`src/rtl/cbar_pkg.sv`:
```
package cbar_pkg;

  localparam int CW    = 12;
  localparam int NBARS = 8;

  localparam logic [11:0] ADR_CTRL_A = 12'h260;
  localparam logic [11:0] ADR_CTRL_B = 12'h264;
  localparam logic [11:0] ADR_COMMIT = 12'h268;
  localparam logic [11:0] ADR_LINE   = 12'h270;
  localparam logic [11:0] ADR_FRAME  = 12'h274;

  typedef struct packed {
    logic [CW-1:0] r;
    logic [CW-1:0] g;
    logic [CW-1:0] b;
  } rgb_t;

  typedef struct packed {
    logic          en;
    logic          self_tm;
    logic          solid;
    logic [7:0]    rate;
    rgb_t          fill;
  } cbar_cfg_t;

  // Fixed colour table; 0 and 9 and above give black.
  function automatic rgb_t palette(input logic [3:0] idx);
    logic [CW-1:0] f;
    logic [CW-1:0] h;
    rgb_t c;
    f = '1;
    h = CW'(1) << (CW - 1);
    case (idx)
      4'd1:    c = '{r: f,  g: f,  b: f};
      4'd2:    c = '{r: f,  g: '0, b: '0};
      4'd3:    c = '{r: f,  g: h,  b: '0};
      4'd4:    c = '{r: f,  g: f,  b: '0};
      4'd5:    c = '{r: '0, g: f,  b: '0};
      4'd6:    c = '{r: '0, g: h,  b: h};
      4'd7:    c = '{r: '0, g: '0, b: f};
      4'd8:    c = '{r: h,  g: '0, b: h};
      default: c = '0;
    endcase
    return c;
  endfunction

endpackage

```
`src/rtl/cbar_regs.sv`:
```
module cbar_regs
  import cbar_pkg::*;
#(
  parameter int AW       = 12,
  parameter int DW       = 24,
  parameter int TW       = 12,
  parameter int HACT_RST = 16,
  parameter int HTOT_RST = 20,
  parameter int VACT_RST = 4,
  parameter int VTOT_RST = 6
) (
  input  logic          clk,
  input  logic          rst_n,
  input  logic          we,
  input  logic [AW-1:0] addr,
  input  logic [DW-1:0] wdata,
  input  logic          frame_start,
  output cbar_cfg_t     cfg,
  output logic [TW-1:0] hact,
  output logic [TW-1:0] htot,
  output logic [TW-1:0] vact,
  output logic [TW-1:0] vtot
);

  localparam int AKW = 23;  // word A kept bits: [23:12] and [10:0]

  logic [AKW-1:0] sha_q, sha_d, acta_q, acta_d;
  logic [DW-1:0]  shb_q, shb_d, actb_q, actb_d;
  logic           pend_q, pend_d;
  logic [TW-1:0]  hact_q, hact_d, htot_q, htot_d;
  logic [TW-1:0]  vact_q, vact_d, vtot_q, vtot_d;
  logic           wr_a, wr_b, wr_c, wr_l, wr_f, apply;

  always_comb begin
    wr_a   = we && (addr == AW'(ADR_CTRL_A));
    wr_b   = we && (addr == AW'(ADR_CTRL_B));
    wr_c   = we && (addr == AW'(ADR_COMMIT));
    wr_l   = we && (addr == AW'(ADR_LINE));
    wr_f   = we && (addr == AW'(ADR_FRAME));
    apply  = frame_start && pend_q;
    sha_d  = wr_a ? {wdata[23:12], wdata[10:0]} : sha_q;
    shb_d  = wr_b ? wdata : shb_q;
    acta_d = apply ? sha_q : acta_q;
    actb_d = apply ? shb_q : actb_q;
    if (wr_c)       pend_d = 1'b1;
    else if (apply) pend_d = 1'b0;
    else            pend_d = pend_q;
    hact_d = wr_l ? wdata[TW-1:0]    : hact_q;
    htot_d = wr_l ? wdata[2*TW-1:TW] : htot_q;
    vact_d = wr_f ? wdata[TW-1:0]    : vact_q;
    vtot_d = wr_f ? wdata[2*TW-1:TW] : vtot_q;
  end

  always_ff @(posedge clk or negedge rst_n) begin
    if (!rst_n) begin
      sha_q  <= '0;
      shb_q  <= '0;
      acta_q <= '0;
      actb_q <= '0;
      pend_q <= 1'b0;
      hact_q <= TW'(HACT_RST);
      htot_q <= TW'(HTOT_RST);
      vact_q <= TW'(VACT_RST);
      vtot_q <= TW'(VTOT_RST);
    end else begin
      sha_q  <= sha_d;
      shb_q  <= shb_d;
      acta_q <= acta_d;
      actb_q <= actb_d;
      pend_q <= pend_d;
      hact_q <= hact_d;
      htot_q <= htot_d;
      vact_q <= vact_d;
      vtot_q <= vtot_d;
    end
  end

  always_comb begin
    cfg.en      = acta_q[0];
    cfg.rate    = acta_q[8:1];
    cfg.self_tm = acta_q[9];
    cfg.solid   = acta_q[10];
    cfg.fill.r  = acta_q[22:11];
    cfg.fill.g  = actb_q[23:12];
    cfg.fill.b  = actb_q[11:0];
  end

  assign hact = hact_q;
  assign htot = htot_q;
  assign vact = vact_q;
  assign vtot = vtot_q;

  // live settings move only on the clock after a frame start
  assert_live_at_frame_R3: assert property (@(posedge clk) disable iff (!rst_n)
    (!$stable(acta_q) || !$stable(actb_q)) |-> $past(frame_start));

endmodule

```
`src/rtl/cbar_timing.sv`:
```
module cbar_timing #(
  parameter int TW = 12
) (
  input  logic          clk,
  input  logic          rst_n,
  input  logic [TW-1:0] hact,
  input  logic [TW-1:0] htot,
  input  logic [TW-1:0] vact,
  input  logic [TW-1:0] vtot,
  output logic          hs,
  output logic          vs,
  output logic          de
);

  logic [TW-1:0] hcnt_q, hcnt_d, vcnt_q, vcnt_d;
  logic          line_end;

  always_comb begin
    line_end = (hcnt_q >= htot - 1'b1);
    hcnt_d   = line_end ? '0 : hcnt_q + 1'b1;
    if (!line_end)                   vcnt_d = vcnt_q;
    else if (vcnt_q >= vtot - 1'b1)  vcnt_d = '0;
    else                             vcnt_d = vcnt_q + 1'b1;
  end

  always_ff @(posedge clk or negedge rst_n) begin
    if (!rst_n) begin
      hcnt_q <= '0;
      vcnt_q <= '0;
    end else begin
      hcnt_q <= hcnt_d;
      vcnt_q <= vcnt_d;
    end
  end

  assign de = (hcnt_q < hact) && (vcnt_q < vact);
  assign hs = (hcnt_q >= hact);
  assign vs = (vcnt_q >= vact);

  // the line counter only steps at the start of a line
  assert_line_step_R4: assert property (@(posedge clk) disable iff (!rst_n)
    !$stable(vcnt_q) |-> (hcnt_q == '0));

endmodule

```
`src/rtl/cbar_pattern.sv`:
```
module cbar_pattern
  import cbar_pkg::*;
#(
  parameter int TW   = 12,
  localparam int BWW = TW - 3
) (
  input  logic           clk,
  input  logic           rst_n,
  input  logic           de,
  input  logic           frame_start,
  input  logic [BWW-1:0] bar_w,
  input  logic [7:0]     rate,
  input  logic           solid,
  input  rgb_t           fill,
  output rgb_t           pix
);

  localparam int BIW = $clog2(NBARS);

  logic [BWW-1:0] bpix_q, bpix_d;
  logic [BIW-1:0] bidx_q, bidx_d, off_q, off_d, cidx;
  logic [7:0]     fcnt_q, fcnt_d;

  always_comb begin
    if (!de) begin
      bpix_d = '0;
      bidx_d = '0;
    end else if (bpix_q >= bar_w - 1'b1) begin
      bpix_d = '0;
      bidx_d = bidx_q + 1'b1;
    end else begin
      bpix_d = bpix_q + 1'b1;
      bidx_d = bidx_q;
    end
  end

  always_comb begin
    fcnt_d = fcnt_q;
    off_d  = off_q;
    if (frame_start) begin
      if (rate == 8'd0) begin
        fcnt_d = '0;
        off_d  = '0;
      end else if (fcnt_q >= rate - 8'd1) begin
        fcnt_d = '0;
        off_d  = off_q + 1'b1;
      end else begin
        fcnt_d = fcnt_q + 8'd1;
      end
    end
  end

  always_ff @(posedge clk or negedge rst_n) begin
    if (!rst_n) begin
      bpix_q <= '0;
      bidx_q <= '0;
      fcnt_q <= '0;
      off_q  <= '0;
    end else begin
      bpix_q <= bpix_d;
      bidx_q <= bidx_d;
      fcnt_q <= fcnt_d;
      off_q  <= off_d;
    end
  end

  always_comb begin
    cidx = bidx_q - off_q;
    pix  = solid ? fill : palette(4'({1'b0, cidx}) + 4'd1);
  end

  // rotation offset moves only after a frame start
  assert_offset_at_frame_R7: assert property (@(posedge clk) disable iff (!rst_n)
    !$stable(off_q) |-> $past(frame_start));

  // bars advance one position at a time within a run
  assert_bar_step_R5: assert property (@(posedge clk) disable iff (!rst_n)
    $past(rst_n) && $past(de) |-> (bidx_q == $past(bidx_q)) || (bidx_q == $past(bidx_q) + 1'b1));

endmodule

```
`src/rtl/cbar_gen.sv`:
```
module cbar_gen
  import cbar_pkg::*;
#(
  parameter int AW       = 12,
  parameter int DW       = 24,
  parameter int TW       = 12,
  parameter int HACT_RST = 16,
  parameter int HTOT_RST = 20,
  parameter int VACT_RST = 4,
  parameter int VTOT_RST = 6
) (
  input  logic          clk,
  input  logic          rst_n,
  input  logic          reg_we,
  input  logic [AW-1:0] reg_addr,
  input  logic [DW-1:0] reg_wdata,
  input  logic          ext_hs,
  input  logic          ext_vs,
  input  logic          ext_de,
  input  logic [11:0]   ext_r,
  input  logic [11:0]   ext_g,
  input  logic [11:0]   ext_b,
  output logic          vid_hs,
  output logic          vid_vs,
  output logic          vid_de,
  output logic [11:0]   vid_r,
  output logic [11:0]   vid_g,
  output logic [11:0]   vid_b
);

  cbar_cfg_t     cfg;
  logic [TW-1:0] hact, htot, vact, vtot;
  logic          tg_hs, tg_vs, tg_de;
  logic          sel_hs, sel_vs, sel_de;
  logic          vs_q, frame_start;
  rgb_t          pix, ext_pix;
  logic          hs_q, hs_d, vso_q, vso_d, de_q, de_d;
  rgb_t          rgb_q, rgb_d;

  cbar_regs #(
    .AW(AW), .DW(DW), .TW(TW),
    .HACT_RST(HACT_RST), .HTOT_RST(HTOT_RST),
    .VACT_RST(VACT_RST), .VTOT_RST(VTOT_RST)
  ) u_regs (
    .clk(clk), .rst_n(rst_n), .we(reg_we), .addr(reg_addr), .wdata(reg_wdata),
    .frame_start(frame_start), .cfg(cfg),
    .hact(hact), .htot(htot), .vact(vact), .vtot(vtot)
  );

  cbar_timing #(.TW(TW)) u_timing (
    .clk(clk), .rst_n(rst_n),
    .hact(hact), .htot(htot), .vact(vact), .vtot(vtot),
    .hs(tg_hs), .vs(tg_vs), .de(tg_de)
  );

  always_comb begin
    sel_hs      = cfg.self_tm ? tg_hs : ext_hs;
    sel_vs      = cfg.self_tm ? tg_vs : ext_vs;
    sel_de      = cfg.self_tm ? tg_de : ext_de;
    frame_start = sel_vs && !vs_q;
    ext_pix     = '{r: ext_r, g: ext_g, b: ext_b};
  end

  cbar_pattern #(.TW(TW)) u_pattern (
    .clk(clk), .rst_n(rst_n), .de(sel_de), .frame_start(frame_start),
    .bar_w(hact[TW-1:3]), .rate(cfg.rate), .solid(cfg.solid),
    .fill(cfg.fill), .pix(pix)
  );

  always_comb begin
    if (cfg.en) begin
      hs_d  = sel_hs;
      vso_d = sel_vs;
      de_d  = sel_de;
      rgb_d = sel_de ? pix : '0;
    end else begin
      hs_d  = ext_hs;
      vso_d = ext_vs;
      de_d  = ext_de;
      rgb_d = ext_pix;
    end
  end

  always_ff @(posedge clk or negedge rst_n) begin
    if (!rst_n) begin
      vs_q  <= 1'b0;
      hs_q  <= 1'b0;
      vso_q <= 1'b0;
      de_q  <= 1'b0;
      rgb_q <= '0;
    end else begin
      vs_q  <= sel_vs;
      hs_q  <= hs_d;
      vso_q <= vso_d;
      de_q  <= de_d;
      rgb_q <= rgb_d;
    end
  end

  assign vid_hs = hs_q;
  assign vid_vs = vso_q;
  assign vid_de = de_q;
  assign vid_r  = rgb_q.r;
  assign vid_g  = rgb_q.g;
  assign vid_b  = rgb_q.b;

  // disabled means a one-clock copy of the external video
  assert_bypass_R2: assert property (@(posedge clk) disable iff (!rst_n)
    $past(rst_n) && !$past(cfg.en) |->
      (vid_de == $past(ext_de)) && (vid_hs == $past(ext_hs)) &&
      (vid_vs == $past(ext_vs)) && ({vid_r, vid_g, vid_b} == $past({ext_r, ext_g, ext_b})));

  // generated blanking is black
  assert_blank_black_R9: assert property (@(posedge clk) disable iff (!rst_n)
    $past(rst_n) && $past(cfg.en) && !vid_de |-> ({vid_r, vid_g, vid_b} == '0));

endmodule

```
`config.mk`:
```
export PLATFORM = sky130hd
export DESIGN_NAME = cbar_gen
export DESIGN_NICKNAME = d
export VERILOG_FILES = /design/src/rtl/cbar_pkg.sv /design/src/rtl/cbar_regs.sv /design/src/rtl/cbar_timing.sv /design/src/rtl/cbar_pattern.sv /design/src/rtl/cbar_gen.sv
export SDC_FILE = /design/constraint.sdc
export NUM_CORES = 1
export LEC_CHECK = 0
export BUFFER_PORTS_ARGS = -buffer_cell sky130_fd_sc_hd__buf_2
export CELL_PAD_IN_SITES_DETAIL_PLACEMENT = 1
export CELL_PAD_IN_SITES_GLOBAL_PLACEMENT = 2
export CORE_MARGIN = 5
export CORE_UTILIZATION = 41
export CTS_BUF_LIST = sky130_fd_sc_hd__clkbuf_2
export CTS_CLUSTER_SIZE = 25
export DETAILED_ROUTE_END_ITERATION = 8
export PLACE_DENSITY_LB_ADDON = 0.1
export SETUP_SLACK_MARGIN = 0.02
export SLEW_MARGIN = 20
export SYNTH_ARGS = -nofsm -noshare
export SYNTH_HDL_FRONTEND = slang
export SYNTH_SLANG_ARGS = --single-unit
```
`constraint.sdc`:
```
create_clock -name clk -period 3.37 [get_ports clk]
set_input_delay 0.337 -clock clk [delete_from_list [all_inputs] [get_ports clk]]
set_output_delay 0.337 -clock clk [all_outputs]
set_load 0.01 [all_outputs]
```
==> impl_metrics.tcl, run 1 <==
set metrics [dict create \
    area.sequential_um2 5760 \
    nets 1421 \
    syn_nets 1188 \
    cts_buffer_depth 3 \
    fin_cells 1694 \
    clk_pin_slew_worst_paths_ns 0.10 \
    synth_enable_flop_cells 0 \
    wire_per_inst_um 18.8 \
    crit_chain "nor4_1, nand2_1, nor4_1, xnor2_1, ha_1, a21o_1, a21o_1, a221oi_1, buf_4, and2_1, a221o_1" \
    pwr-share-comb_pct 6.2 \
    cp.required_ns 4.09 \
    power.share.clock_pct 43.0 \
    coreArea_um2 28700 \
    drive_above_1_share_pct 31.9 \
    seqPwrFrac_pct 50.8 \
    hpwl_um 22300 \
    die_y_um 180 \
    cp-start-kind "register" \
    reg2reg_depth 11 \
    finalWirelength_um 31900 \
    drt-initial-drc-count 377 \
    vdd_drop_max_uv 169 \
    htree_levels 3 \
    vias 8693 \
    yosysUniqueCellTypes 66 \
    fin_hold_ws_ns 0.0937 \
    slew_violations 0 \
    ys_seq_area_share_pct 48.4 \
    portBuffers 116 \
    vias_per_cell 5.13 \
    area_delta_synth_final_pct 21.0 \
    fin_crit_sh_pct 90.1 \
    critPathArrivalTime_ns 3.76 \
    grt_pass1_wl_um 52700 \
    gp_congestion 0.791 \
    sw_frac_of_total_pct 25.4 \
    skew_ns 0.0708 \
    syn_avg_cell_area_um2 11.6 \
    synthArstFlopShare_pct 100 \
    crit_start "u_regs.htot[5]$_DFFE_PN0P_" \
    clock.fmax_mhz 329 \
    row_count 62 \
    clkLatencyLatePin_ns 0.82 \
    synth_flop_cell "dfrtp_1" \
    critPathSlowestCell "dfrtp_1" \
    layout_commonest_cell "dfrtp_1" \
    grt_use_total_pct 20.0 \
    min_path_type "input pin to async pin" \
    worstReg2RegStart "u_regs.htot[5]$_DFFE_PN0P_" \
    overflow 0 \
    cts_buffers 66 \
    cp_num_buf_inv 1 \
    synth_seq_cells 230 \
    tns_ns 0 \
    cts_root_buffer "clkbuf_2" \
    critPathCaptureType "register" \
    reg2reg_slack_ns 0.33 \
    yosysWarningCount 0 \
    antenna_found_initial 2 \
    setup_viol 0 \
    drc 0 \
    hold_viol_final 0 \
    outcome "finished, final reports clean" \
    cts_setup_buffers 0 \
    grt_setup_unrepaired "no" \
    crit_path_max_fanout 11 \
    first_pass_iters 4 \
    p_int_mw 4.12 \
    multiInputGateArea_um2 5650 \
    initial_core_util_pct 41.4 \
    synthCells 1027 \
    r2r-end "u_timing.vcnt_q[4]$_DFFE_PN0P_" \
    crit_type "register to register" \
    power_density_nw_per_um2 383 \
    numClockSinks 230 \
    syn-cell-area_um2 11900 \
    maxCapViolations 0 \
    place_ws_ns 0.222 \
    grt_max_degree 83 \
    p_sw_mw 1.40 \
    p_total_mw 5.52 \
    io_pins 117 \
    nFillCells 3184 \
    dieArea_um2 32500 \
    cts_tree "built" \
    ant_nets 0 \
    slew_headroom_pct 44.9 \
    fp.dieW_um 180 \
    grt_pass1_vias 9561 \
    final_cell_mix "223 x dfrtp_1, 115 x mux2_2, 115 x buf_2" \
    p_leak_nw 7.41 \
    tightestPinTransition_ns 0.826 \
    fin_ws_ns 0.333 \
    min_period_ns 3.04 \
    place_inst 1508 \
    max_stage_delay_ns 0.41 \
    crit_family "simple AND/OR/NAND/NOR gates" \
]
cell type report:
type	instances	share of cell area, %
multi-input combinational	670	39.2
timing repair buffer	205	10.2
clock inverter	16	1.40
tap	384	3.34
sequential	230	40.0
antenna	1	0.0174
clock buffer	101	3.51
inverter	87	2.27
worst max path at each step:
| stage | to | slack, ns | cells after the start |
|---|---|---|---|
| 2_1_floorplan | u_timing.hcnt_q[10]$_DFF_PN0_ | 0.47 | 12 |
| 4_1_cts | vid_b[4]$_DFF_PN0_ | 0.22 | 9 |
| 6_report | u_timing.vcnt_q[4]$_DFFE_PN0P_ | 0.33 | 11 |
| 3_5_place_dp | u_timing.hcnt_q[2]$_DFF_PN0_ | 0.22 | 11 |
| 3_3_place_gp | u_timing.hcnt_q[10]$_DFF_PN0_ | 0.33 | 11 |
| 5_1_grt | u_pattern.bpix_q[5]$_DFF_PN0_ | 0.09 | 10 |
power groups by stage:
stage	clock network (mW)	registers (mW)	logic [mW]
after floorplan	0	2.87	0.0830
after global placement	0	2.86	0.282
after detailed placement	0	2.86	0.285
after CTS	2.48	2.80	0.348
after global routing	2.65	2.81	0.382
final	2.37	2.80	0.341
cells by family after synthesis:
kind of cell    after synthesis  synth area share (%)
compound gates              175                  10.5
buf+inv                     127                  4.39
fa+ha+maj                    83                  8.79
simple gates                212                  8.97
xor+xnor                     52                  4.01
mux                         148                  14.9
flops                       230                  48.4
timing repair:
| action | CTS | global route |
|---|---|---|
| hold buffers | 68 | 0 |
| gates resized for setup | 0 | 3 |
| endpoints found under the hold margin | 240 | 0 |
| setup endpoints to repair | 0 | 12 |
per-stage QoR:
stage / utilization (%) / cell area [µm²]
6_report: 50.1 / 14400
5_1_grt: 50.1 / 14400
4_1_cts: 50.1 / 14400
3_5_place_dp: 45.3 / 13000
3_3_place_gp: 45.3 / 13000
2_1_floorplan: - / 11900
Yosys cell counts, drive strengths merged, types with 5 or more instances:
master | instances | area [µm²]
o22ai | 35 | 219
buf | 22 | 128
dfstp | 6 | 158
nor2b | 5 | 31.3
a21o | 15 | 113
or3 | 5 | 31.3
and3 | 14 | 87.6
nand2 | 36 | 135
ha | 82 | 1030
a21oi | 23 | 115
a31oi | 6 | 37.5
o21ai | 16 | 80.1
clkbuf | 18 | 67.6
dfrtp | 224 | 5610
nand2b | 5 | 31.3
xor2 | 19 | 166
a22o | 14 | 123
nand4 | 14 | 87.6
o211ai | 35 | 263
nor2 | 60 | 228
nor4 | 6 | 37.5
nand3 | 28 | 140
mux2 | 145 | 1750
xnor2 | 32 | 288
nor3 | 22 | 110
inv | 87 | 327
worst register-to-register path: cells and delay by family, from the launching register on:
family,cells,cell delay (ns)
AND/OR/NAND/NOR,4,1.02
AO/OA/AOI/OAI,4,0.89
flip-flops,1,0.41
adder cells (fa/ha/maj),1,0.26
buffers and inverters,1,0.26
XOR/XNOR,1,0.16
registers in the layout (all words and copies together) (netlist names), 3 cells and up:
register,count
u_regs.sha_q,23
u_pattern.fcnt_q,8
u_regs.shb_q,24
vid_r,12
u_pattern.bidx_q,3
u_pattern.off_q,3
u_regs.vact,12
u_regs.htot,12
u_timing.hcnt_q,12
vid_b,12
vid_g,12
u_regs.actb_q,24
u_regs.acta_q,23
u_regs.vtot,12
u_regs.hact,12
u_pattern.bpix_q,9
u_timing.vcnt_q,12
layer usage:
metal	vias up	GRT usage [%]	wire length (µm)
li1	4187	-	-
met1	4309	27.0	14800
met2	158	33.3	15300
met3	39	3.69	1250
met4	0	5.60	497
met5	-	0	0
Note: power is estimated with default switching activity, not from simulation.
==> run 2, diff against run 1 <==
--- a/config.mk
+++ b/config.mk
@@ -11,9 +11,10 @@
 export CORE_MARGIN = 5
 export CORE_UTILIZATION = 41
 export CTS_BUF_LIST = sky130_fd_sc_hd__clkbuf_2
+export CTS_CLUSTER_DIAMETER = 60
 export CTS_CLUSTER_SIZE = 25
 export DETAILED_ROUTE_END_ITERATION = 8
-export PLACE_DENSITY_LB_ADDON = 0.1
+export PLACE_DENSITY = 0.8
 export SETUP_SLACK_MARGIN = 0.02
 export SLEW_MARGIN = 20
 export SYNTH_ARGS = -nofsm -noshare
==> impl_metrics.tcl, run 2 (synthesized netlist as in run 1, its figures left out) <==
set metrics [dict create \
    hold_viol_final 0 \
    critPathArrivalTime_ns 4.02 \
    slew_headroom_pct 44.4 \
    p_leak_nw 7.22 \
    drt-initial-drc-count 496 \
    nets 1402 \
    first_pass_iters 5 \
    vias_per_cell 5.31 \
    hpwl_um 22100 \
    clkLatencyLatePin_ns 0.87 \
    cts_buffers 22 \
    io_pins 117 \
    area_delta_synth_final_pct 20.7 \
    skew_ns 0.0533 \
    ant_nets 0 \
    grt_pass1_wl_um 52700 \
    outcome "finished, final reports clean" \
    cts_root_buffer "clkbuf_2" \
    crit_path_max_fanout 11 \
    critPathCaptureType "register" \
    vias 8736 \
    hp-start "ext_b[3]" \
    slew_violations 0 \
    grt_use_total_pct 19.8 \
    cp.required_ns 4.16 \
    power_density_nw_per_um2 331 \
    portBuffers 116 \
    gp_congestion 0.809 \
    dieArea_um2 32500 \
    overflow 0 \
    cp-start-kind "register" \
    vdd_drop_max_uv 162 \
    drc 0 \
    final_cell_mix "223 x dfrtp_1, 115 x mux2_2, 115 x buf_2" \
    crit_start "u_pattern.bidx_q[0]$_DFFE_PN0P_" \
    finalWirelength_um 32400 \
    top_regs "u_regs.actb_q (24), u_regs.shb_q (24)" \
    fp.dieW_um 180 \
    grt_pass1_vias 9499 \
    coreArea_um2 28700 \
    die_y_um 180 \
    clock.fmax_mhz 310 \
    antenna_found_initial 3 \
    initial_core_util_pct 41.4 \
    wire_per_inst_um 19.7 \
    htree_levels 1 \
    numClockSinks 230 \
    crit_type "register to register" \
    min_path_type "input pin to register" \
    place_inst 1508 \
    min_period_ns 3.23 \
    setup_viol 0 \
    layout_commonest_cell "dfrtp_1" \
    grt_max_degree 74 \
    grt_setup_unrepaired "no" \
    hold_depth 4 \
    nFillCells 3106 \
    tightestPinTransition_ns 0.834 \
    cts_tree "built" \
    maxCapViolations 0 \
    row_count 62 \
    cts_buffer_depth 3 \
    tns_ns 0 \
    clk_pin_slew_worst_paths_ns 0.37 \
    fin_cells 1645 \
    fin_crit_sh_pct 95.8 \
    reg2reg_depth 12 \
    drive_above_1_share_pct 28.3 \
    worstReg2RegStart "u_pattern.bidx_q[0]$_DFFE_PN0P_" \
]
run 2: report_power, final:
part	switching (mW)	internal [mW]	total (mW)	leakage [nW]
Combinational	0.204	0.175	0.379	3.94
Sequential	0.0162	2.80	2.82	3.08
Clock	1.11	0.451	1.56	0.199
run 2: final timing paths:
check	slack (ns)	to
max	0.14	vid_g[8]$_DFF_PN0_
min reg2reg	0.51	u_regs.actb_q[13]$_DFFE_PN0P_
max in group asynchronous	2.35	u_regs.htot[10]$_DFFE_PN0P_
min in group asynchronous	0.57	u_regs.vtot[1]$_DFFE_PN1P_
max reg2reg	0.14	vid_g[8]$_DFF_PN0_
min	0.19	vid_b[3]$_DFF_PN0_
run 2: layout make-up:
cell class / instances / area [µm²] / area share, %
clock inverters: 18 / 215 / 1.50
multi-input cells: 670 / 5710 / 39.8
diodes: 4 / 10.0 / 0.0697
well taps: 384 / 480 / 3.34
inverters: 87 / 327 / 2.27
clock buffers: 22 / 110 / 0.767
flip-flops and latches: 230 / 5760 / 40.1
repair buffers: 230 / 1740 / 12.1
run 2: stage by stage:
stage | cell area [µm²] | total power [mW] | hold slack (ns) | setup slack, ns | utilization [%]
finish | 14400 | 4.76 | 0.192 | 0.140 | 50.0
global route | 14400 | 4.99 | 0.0868 | 0.0177 | 50.0
CTS | 14300 | 4.82 | 0.110 | 0.0370 | 49.8
detailed placement | 13000 | 3.15 | 0.316 | 0.0717 | 45.3
global placement | 13000 | 3.14 | 0.314 | 0.138 | 45.3
floorplan | 11900 | 2.95 | 0.0414 | 0.471 | -
run 2: what timing repair did:
item                                    CTS  global route
endpoints found under the setup margin    6            38
buffers inserted                          0             1
gates resized for setup                   2            12
hold buffers                             92             0
endpoints found under the hold margin   367             0
pin swaps                                 0             1
run 2: critical path, cell delays in order (launching register included):
cell           delay, ns
dfrtp_1             0.47
inv_1               0.09
ha_1                0.14
inv_1               0.05
fa_2                0.32
xnor3_2             0.46
xnor2_4             0.26
mux2i_1             0.25
o21ai_1             0.08
buf_4               0.22
o211ai_1            0.12
o22ai_1             0.12
dlygate4sd3_1       0.60
run 2: metal layers:
layer  up-vias  track usage, %  share of wire, %
met4         0            4.84               2.0
met2       148            34.8                50
met1      4430            26.2                44
met3        44            2.60               3.6
li1       4114               -                 -
met5         -               0                 0
